==> config.mk <==
export PLATFORM = sky130hd
export DESIGN_NAME = bytecopy_engine
export DESIGN_NICKNAME = d
export VERILOG_FILES = /design/src/rtl/bc_pkg.sv /design/src/rtl/bc_ctrl.sv /design/src/rtl/bc_regs.sv /design/src/rtl/bytecopy_engine.sv
export SDC_FILE = /design/constraint.sdc
export NUM_CORES = 1
export LEC_CHECK = 0
export BUFFER_PORTS_ARGS = -buffer_cell sky130_fd_sc_hd__buf_4
export CORE_MARGIN = 4
export CORE_UTILIZATION = 50
export DETAILED_ROUTE_END_ITERATION = 10
export PLACE_DENSITY = 0.93
export SYNTH_ARGS = -nofsm -noshare
export SYNTH_HDL_FRONTEND = slang
export SYNTH_HIERARCHICAL = 1
export SYNTH_SLANG_ARGS = --single-unit
==> constraint.sdc <==
create_clock -name clk -period 3.15 [get_ports clk]
set_clock_uncertainty 0.05 [all_clocks]
set_input_delay 0.63 -clock clk [delete_from_list [all_inputs] [get_ports clk]]
set_output_delay 0.63 -clock clk [all_outputs]
set_load 0.1 [all_outputs]
==> src/rtl/bc_pkg.sv <==
package bc_pkg;
    typedef enum logic [1:0] {
        ST_IDLE  = 2'd0,
        ST_READ  = 2'd1,
        ST_WRITE = 2'd2,
        ST_DONE  = 2'd3
    } bc_state_t;
endpackage

==> src/rtl/bc_ctrl.sv <==
module bc_ctrl
    import bc_pkg::*;
(
    input  logic      clk,
    input  logic      rst_n,
    input  logic      start,
    input  logic      load_zero,
    input  logic      cnt_last,
    input  logic      mem_ready,
    output bc_state_t state,
    output logic      load,
    output logic      rd_take,
    output logic      wr_take,
    output logic      mem_req,
    output logic      mem_we,
    output logic      busy,
    output logic      done
);
    bc_state_t state_nx;

    // state register
    always_ff @(posedge clk or negedge rst_n) begin
        if (!rst_n) state <= ST_IDLE;
        else        state <= state_nx;
    end

    // transitions
    always_comb begin
        state_nx = state;
        unique case (state)
            ST_IDLE:  if (start) state_nx = load_zero ? ST_DONE : ST_READ;
            ST_READ:  if (mem_ready) state_nx = ST_WRITE;
            ST_WRITE: if (mem_ready) state_nx = cnt_last ? ST_DONE : ST_READ;
            ST_DONE:  state_nx = ST_IDLE;
            default:  state_nx = ST_IDLE;
        endcase
    end

    // outputs
    always_comb begin
        load    = 1'b0;
        rd_take = 1'b0;
        wr_take = 1'b0;
        mem_req = 1'b0;
        mem_we  = 1'b0;
        busy    = 1'b1;
        done    = 1'b0;
        unique case (state)
            ST_IDLE: begin
                busy = 1'b0;
                load = start;
            end
            ST_READ: begin
                mem_req = 1'b1;
                rd_take = mem_ready;
            end
            ST_WRITE: begin
                mem_req = 1'b1;
                mem_we  = 1'b1;
                wr_take = mem_ready;
            end
            ST_DONE: done = 1'b1;
            default: busy = 1'b0;
        endcase
    end
endmodule

==> src/rtl/bc_regs.sv <==
module bc_regs #(
    parameter int ADDR_W = 32,
    parameter int CNT_W  = 32,
    parameter int DATA_W = 8
) (
    input  logic              clk,
    input  logic              rst_n,
    input  logic              load,
    input  logic              rd_take,
    input  logic              wr_take,
    input  logic [CNT_W-1:0]  cnt_in,
    input  logic [ADDR_W-1:0] src_in,
    input  logic [ADDR_W-1:0] dst_in,
    input  logic [DATA_W-1:0] mem_rdata,
    output logic [CNT_W-1:0]  cnt_q,
    output logic [ADDR_W-1:0] src_q,
    output logic [ADDR_W-1:0] dst_q,
    output logic [DATA_W-1:0] byte_q,
    output logic              cnt_last,
    output logic              load_zero
);
    localparam logic [CNT_W-1:0]  CNT_ONE  = CNT_W'(1);
    localparam logic [ADDR_W-1:0] ADDR_ONE = ADDR_W'(1);

    always_ff @(posedge clk or negedge rst_n) begin
        if (!rst_n) begin
            cnt_q  <= '0;
            src_q  <= '0;
            dst_q  <= '0;
            byte_q <= '0;
        end else begin
            if (load) begin
                cnt_q <= cnt_in;
                src_q <= src_in;
                dst_q <= dst_in;
            end else if (wr_take) begin
                cnt_q <= cnt_q - CNT_ONE;
                src_q <= src_q + ADDR_ONE;
                dst_q <= dst_q + ADDR_ONE;
            end
            if (rd_take) byte_q <= mem_rdata;
        end
    end

    assign cnt_last  = (cnt_q == CNT_ONE);
    assign load_zero = (cnt_in == '0);
endmodule

==> src/rtl/bytecopy_engine.sv <==
module bytecopy_engine
    import bc_pkg::*;
#(
    parameter int ADDR_W = 32,
    parameter int CNT_W  = 32,
    parameter int DATA_W = 8
) (
    input  logic              clk,
    input  logic              rst_n,
    input  logic              start,
    input  logic [CNT_W-1:0]  cnt_in,
    input  logic [ADDR_W-1:0] src_in,
    input  logic [ADDR_W-1:0] dst_in,
    output logic [CNT_W-1:0]  cnt_q,
    output logic [ADDR_W-1:0] src_q,
    output logic [ADDR_W-1:0] dst_q,
    output logic              busy,
    output logic              done,
    output logic              mem_req,
    output logic              mem_we,
    output logic [ADDR_W-1:0] mem_addr,
    output logic [DATA_W-1:0] mem_wdata,
    input  logic [DATA_W-1:0] mem_rdata,
    input  logic              mem_ready
);
    bc_state_t state;
    logic load, rd_take, wr_take, cnt_last, load_zero;
    logic [DATA_W-1:0] byte_q;

    bc_ctrl u_ctrl (
        .clk(clk), .rst_n(rst_n), .start(start),
        .load_zero(load_zero), .cnt_last(cnt_last), .mem_ready(mem_ready),
        .state(state), .load(load), .rd_take(rd_take), .wr_take(wr_take),
        .mem_req(mem_req), .mem_we(mem_we), .busy(busy), .done(done)
    );

    bc_regs #(.ADDR_W(ADDR_W), .CNT_W(CNT_W), .DATA_W(DATA_W)) u_regs (
        .clk(clk), .rst_n(rst_n), .load(load), .rd_take(rd_take),
        .wr_take(wr_take), .cnt_in(cnt_in), .src_in(src_in), .dst_in(dst_in),
        .mem_rdata(mem_rdata), .cnt_q(cnt_q), .src_q(src_q), .dst_q(dst_q),
        .byte_q(byte_q), .cnt_last(cnt_last), .load_zero(load_zero)
    );

    assign mem_addr  = mem_we ? dst_q : src_q;
    assign mem_wdata = byte_q;
endmodule

-- After elaboration in Yosys (flattened, before gate mapping)
Index checks and enable logic that the tools add are counted.
- $add $sub $neg: 3
- reductions and logical operators: 5
- muxes and demuxes: 20
- equal/unequal tests: 7
- operator list (operator ; count):
    $mux 32 ; 7
    $add 32x1->32 const B ; 2
    $eq 32x1->1 const B ; 1
    $logic_not 32->1 ; 1
    $sub 32x1->32 const B ; 1
    $mux 2 ; 5
    $pmux 2 s4 ; 1
    $mux 1 ; 7
    $ne 2x2->1 const B ; 3
    $eq 2x2->1 const B ; 2
    $reduce_and 3->1 ; 1
    $eq 2x1->1 const B ; 1
    $logic_not 2->1 ; 1
    $reduce_bool 2->1 ; 1
    $reduce_or 2->1 ; 1
- output and inout bits: 140
- register bits after elaboration: 106

-- Depth between registers and ports, before layout
- depth after elaboration: 4
- gate-level depth with buffers: 10
- depth with buffers taken out: 8

-- By module
The synthesis kept the hierarchy.
- modules (own cells, without submodules) (module ; area an instance (µm²) ; cells each ; times used):
    bc_regs ; 5650.4 ; 624 ; 1
    bytecopy_engine ; 544.3 ; 36 ; 1
    bc_ctrl ; 203.9 ; 21 ; 1

-- Worst setup path after synthesis
No wires, ideal clock.
- kind: register to register
- start point: reg u_ctrl.state[0]
- end point: reg u_regs.dst_q[23]
- slack: 0.044 ns
- data arrival time: 2.973 ns
- period minus slack after synthesis: 3.106 ns
- library setup time: 0.083 ns
- data required time: 3.017 ns
- cell stages (with the launch flop): 10
- cells stage by stage: dfrtp_1 inv_1 ha_1 and2_2 nand3_1 nor4_1 buf_2 nand4_1 xor2_1 o21ai_0
- cells in the longest elaborated chain, start to end: 3
- ends and longest elaborated chain (element ; RTL line ; RTL):
    start, declared ; bc_ctrl.sv:10 ; output bc_state_t state,
    start signal, assigned ; bc_ctrl.sv:24 ; else state <= state_nx;
    $eq 2x2->1 ; bc_ctrl.sv:48 ; unique case (state)
    $mux 1 ; bc_ctrl.sv:48 ;
    named net wr_take ; bytecopy_engine.sv:27 ; logic load, rd_take, wr_take, cnt_last, load_zero;
    $reduce_bool 2->1 (no line) ; n/a ;
    end signal, assigned ; bc_regs.sv:35 ; dst_q <= dst_in;
    end signal, assigned ; bc_regs.sv:39 ; dst_q <= dst_q + ADDR_ONE;
    end, declared ; bc_regs.sv:17 ; output logic [ADDR_W-1:0] dst_q,
The timed path passes the listed nets, and every way through them passes these cells.
A chain may end at the register's enable or synchronous reset.

-- Worst setup path after layout
- start point: reg u_ctrl.state[0]
- end point: out mem_addr[31]
- cells in the longest elaborated chain, start to end: 3
- ends and longest elaborated chain (element ; RTL line ; RTL):
    $eq 2x2->1 ; bc_ctrl.sv:48 ;
    $mux 1 ; bc_ctrl.sv:48 ;
    $mux 32 ; bytecopy_engine.sv:44 ; assign mem_addr = mem_we ? dst_q : src_q;
    end, declared ; bytecopy_engine.sv:21 ; output logic [ADDR_W-1:0] mem_addr,
Every way passes these cells.

==> impl_results.md <==
- Layout cells sized above 1: 0.356
- DRC: 0
- Worst Setup SP: u_ctrl/state[0]
- Post-CTS setup buffer count: 0
- Row count: between 40 and 50
- Area share of the largest cell type after synthesis: 0.415
- Width of the die: about 120 um
- Setup tns final: 0 ns
- Worst-path cell chain: inv_1 > ha_2 > buf_4 > mux2_2 > buf_4
- Gr usage total: 0.260
- H-tree depth reported by CTS: 3
- Cts bufs inserted: 9
- Seq cells post-synth: 106
- GRT overflow: 0
- Die area: about 0.015 sq mm
- Post-CTS Resized: 0
- PortBufs: 247
- Crit Path Max Fanout: 36
- CP peak stage delay: about 0.54 ns
- Root Driver: clkbuf_16
- Global-route wire length before repair: 30100 um
- Synth async-reset ratio: 1.00
- Fmax: between 0.3 and 0.4 GHz
- Setup Crit Path Kind: reg -> out
- Final max-slew violation count: 0
- Startpoint types: flop
- Outcome: finished, final reports clean
- Hold Buf Count CTS: 0
- Top_reg_cell synth: dfrtp_1
- Clk slew on worst S/H paths: about 0.070 ns
- Critical Path RT: between 2 and 2.5 ns
- Post-route minimum period: ~2.9 ns
- Die height: ~120 um
- Via count: a little over 6000
- Headroom to the max-slew limit: 0.549
- CP most frequent cell: buf_4
- Final period utilization: 0.936
- FF-to-FF Start: u_ctrl/state[0]
- Synth warn: 6
- Syn nets: ~800
- Routed Antenna Nets: 0
- Max_cap viols: 0
- Mapped Area: ~0.0064 sq mm
- Worst Tran Pin Value: slightly below 0.7 ns
- Slowest CP cell: buf_4
- Final hold viol count: 0
- Diode count: 0
- Clk_lat worst skew: ~0.35 ns
- Setup violations, final: 0
- Setup crit end kind: output port
- WL final: around 20000 um
- HPWL after DPL: 14900 um
- TritonCTS clock tree: yes
- Initial Util: 0.509
- Hold Path Class: in -> async
- CTS Sinks: around 110
- Post-synth EDFFs: 0
- CTS Buffer Depth: 2
- Syn_area_per_cell: between 9 and 10 sq um
- Drt initial violations: 571
- Register area share after synthesis: 0.415
- Vias per cell: about 5.6
- Layout area overhead: 35.4%
- Unrepaired setup endpoints after global routing: false
- Top cells by area, synth: dfrtp_1 (41%), o21ai_0 (7.1%), mux2_4 (7.0%)
- Initial antenna violation count: 1
- DR WL/cell: 18.0 um
- Largest net degree at the start of global routing: 81
- GPL Wtd Cong: roughly 0.86
- Area leader, netlist: dfrtp_1
- Core ar.: about 0.013 sq mm
- Ports: ~250
- Yosys cell types: 40
- Pre-Repair DR Iteration Count: 5
- Cells after Synth: slightly below 700
- Vias in the first global route: 5871
- Final net count: ~1000
- Arr. time, crit path: roughly 2.3 ns
-- cells by family after synthesis --
| group | Yosys count | share of synthesized area |
|---|---|---|
| compound gates | 97 | 0.0794 |
| xor+xnor | 91 | 0.125 |
| fa+ha+maj | 9 | 0.0176 |
| buf+inv | 44 | 0.0360 |
| flops | 106 | 0.415 |
| mux | 49 | 0.103 |
| simple gates | 285 | 0.225 |
-- synth_stat cells (all sizes together) (9+ instances only) --
cell type,n
xor2,42
and2,9
nand3,23
o21ai,91
nor4,27
clkbuf,23
ha,9
nor3,25
buf,9
nand2,118
and4,9
dfrtp,106
nor2,19
xnor2,49
nand4,30
mux2,45
inv,12
-- per-stage QoR --
step | setup slack [ns] | cells | hold WS (ns) | area [sq um] | util
after detailed placement | 0.561 | 1079 | 0.419 | 8410 | 0.669
after global routing | 0.121 | 1091 | 0.0519 | 8660 | 0.689
after floorplan | 0.0443 | 681 | 0.284 | 6400 | -
after CTS | 0.186 | 1091 | 0.0425 | 8660 | 0.689
final | 0.200 | 1091 | 0.0524 | 8660 | 0.689
after global placement | 0.625 | 1079 | 0.418 | 8410 | 0.669
-- area by class of cell --
| cell class | count | area (sq um) |
|---|---|---|
| inverters | 12 | 45.0 |
| fillers | 977 | 3910 |
| well taps | 172 | 215 |
| flip-flops and latches | 106 | 2650 |
| repair buffers | 258 | 1960 |
| clock inverters | 1 | 5.00 |
| clock buffers | 11 | 243 |
| multi-input cells | 531 | 3540 |
-- path summary, 6_finish.rpt --
kind	endpoint	slack (ns)	cells after the start
worst max-delay path	mem_addr[31]	0.20	5
worst min-delay path	u_regs/dst_q[18]	0.05	1
worst max register to register	u_regs/cnt_q[22]	0.60	8
worst min register to register	u_regs/byte_q[7]	0.46	1
max in group asynchronous	u_regs/cnt_q[16]	2.16	2
min in group clk	u_regs/dst_q[22]	0.43	3
-- critical path: cells and delay by family (launching register included) --
family | cells | cell delay, ns
adders and majority gates | 1 | 0.19
buffers and inverters | 3 | 0.90
DFF | 1 | 0.40
muxes | 1 | 0.41
-- flip-flops by register name, summed over array words and instances, names as in the netlist --
signal,count
u_regs/cnt_q,32
u_regs/dst_q,32
u_regs/src_q,32
u_regs/byte_q,8
u_ctrl/state,2
-- metal layers --
| metal | GRT usage | up-vias | wire (um) | part of all wire |
|---|---|---|---|---|
| met3 | 0.0634 | 37 | 1810 | 0.092 |
| met2 | 0.448 | 294 | 9790 | 0.50 |
| li1 | - | 2861 | - | - |
| met1 | 0.313 | 2933 | 7520 | 0.38 |
| met5 | 0 | - | 20 | 0.0010 |
| met4 | 0.0999 | 2 | 488 | 0.025 |
-- cells in the final DEF (no fill, tap or decap), drive strengths merged, types with 2 or more instances in the layout --
cell / Yosys / routed
or3: 4 / 4
xor2: 42 / 42
nor2: 19 / 19
mux2: 45 / 45
dfrtp: 106 / 106
and3: 8 / 8
ha: 9 / 9
and2: 9 / 9
buf: 9 / 258
o31a: 3 / 3
nor3: 25 / 25
nand2: 118 / 118
nor4b: 2 / 2
or4: 3 / 3
xnor2: 49 / 49
nor4: 27 / 27
clkbuf: 23 / 11
and4: 9 / 9
mux2i: 4 / 4
o21ai: 91 / 91
nand2b: 4 / 4
nand3: 23 / 23
inv: 12 / 12
nand4: 30 / 30
Power is not shown: default switching activity piles up to over one toggle a cycle in this logic, so the estimate is an artifact.
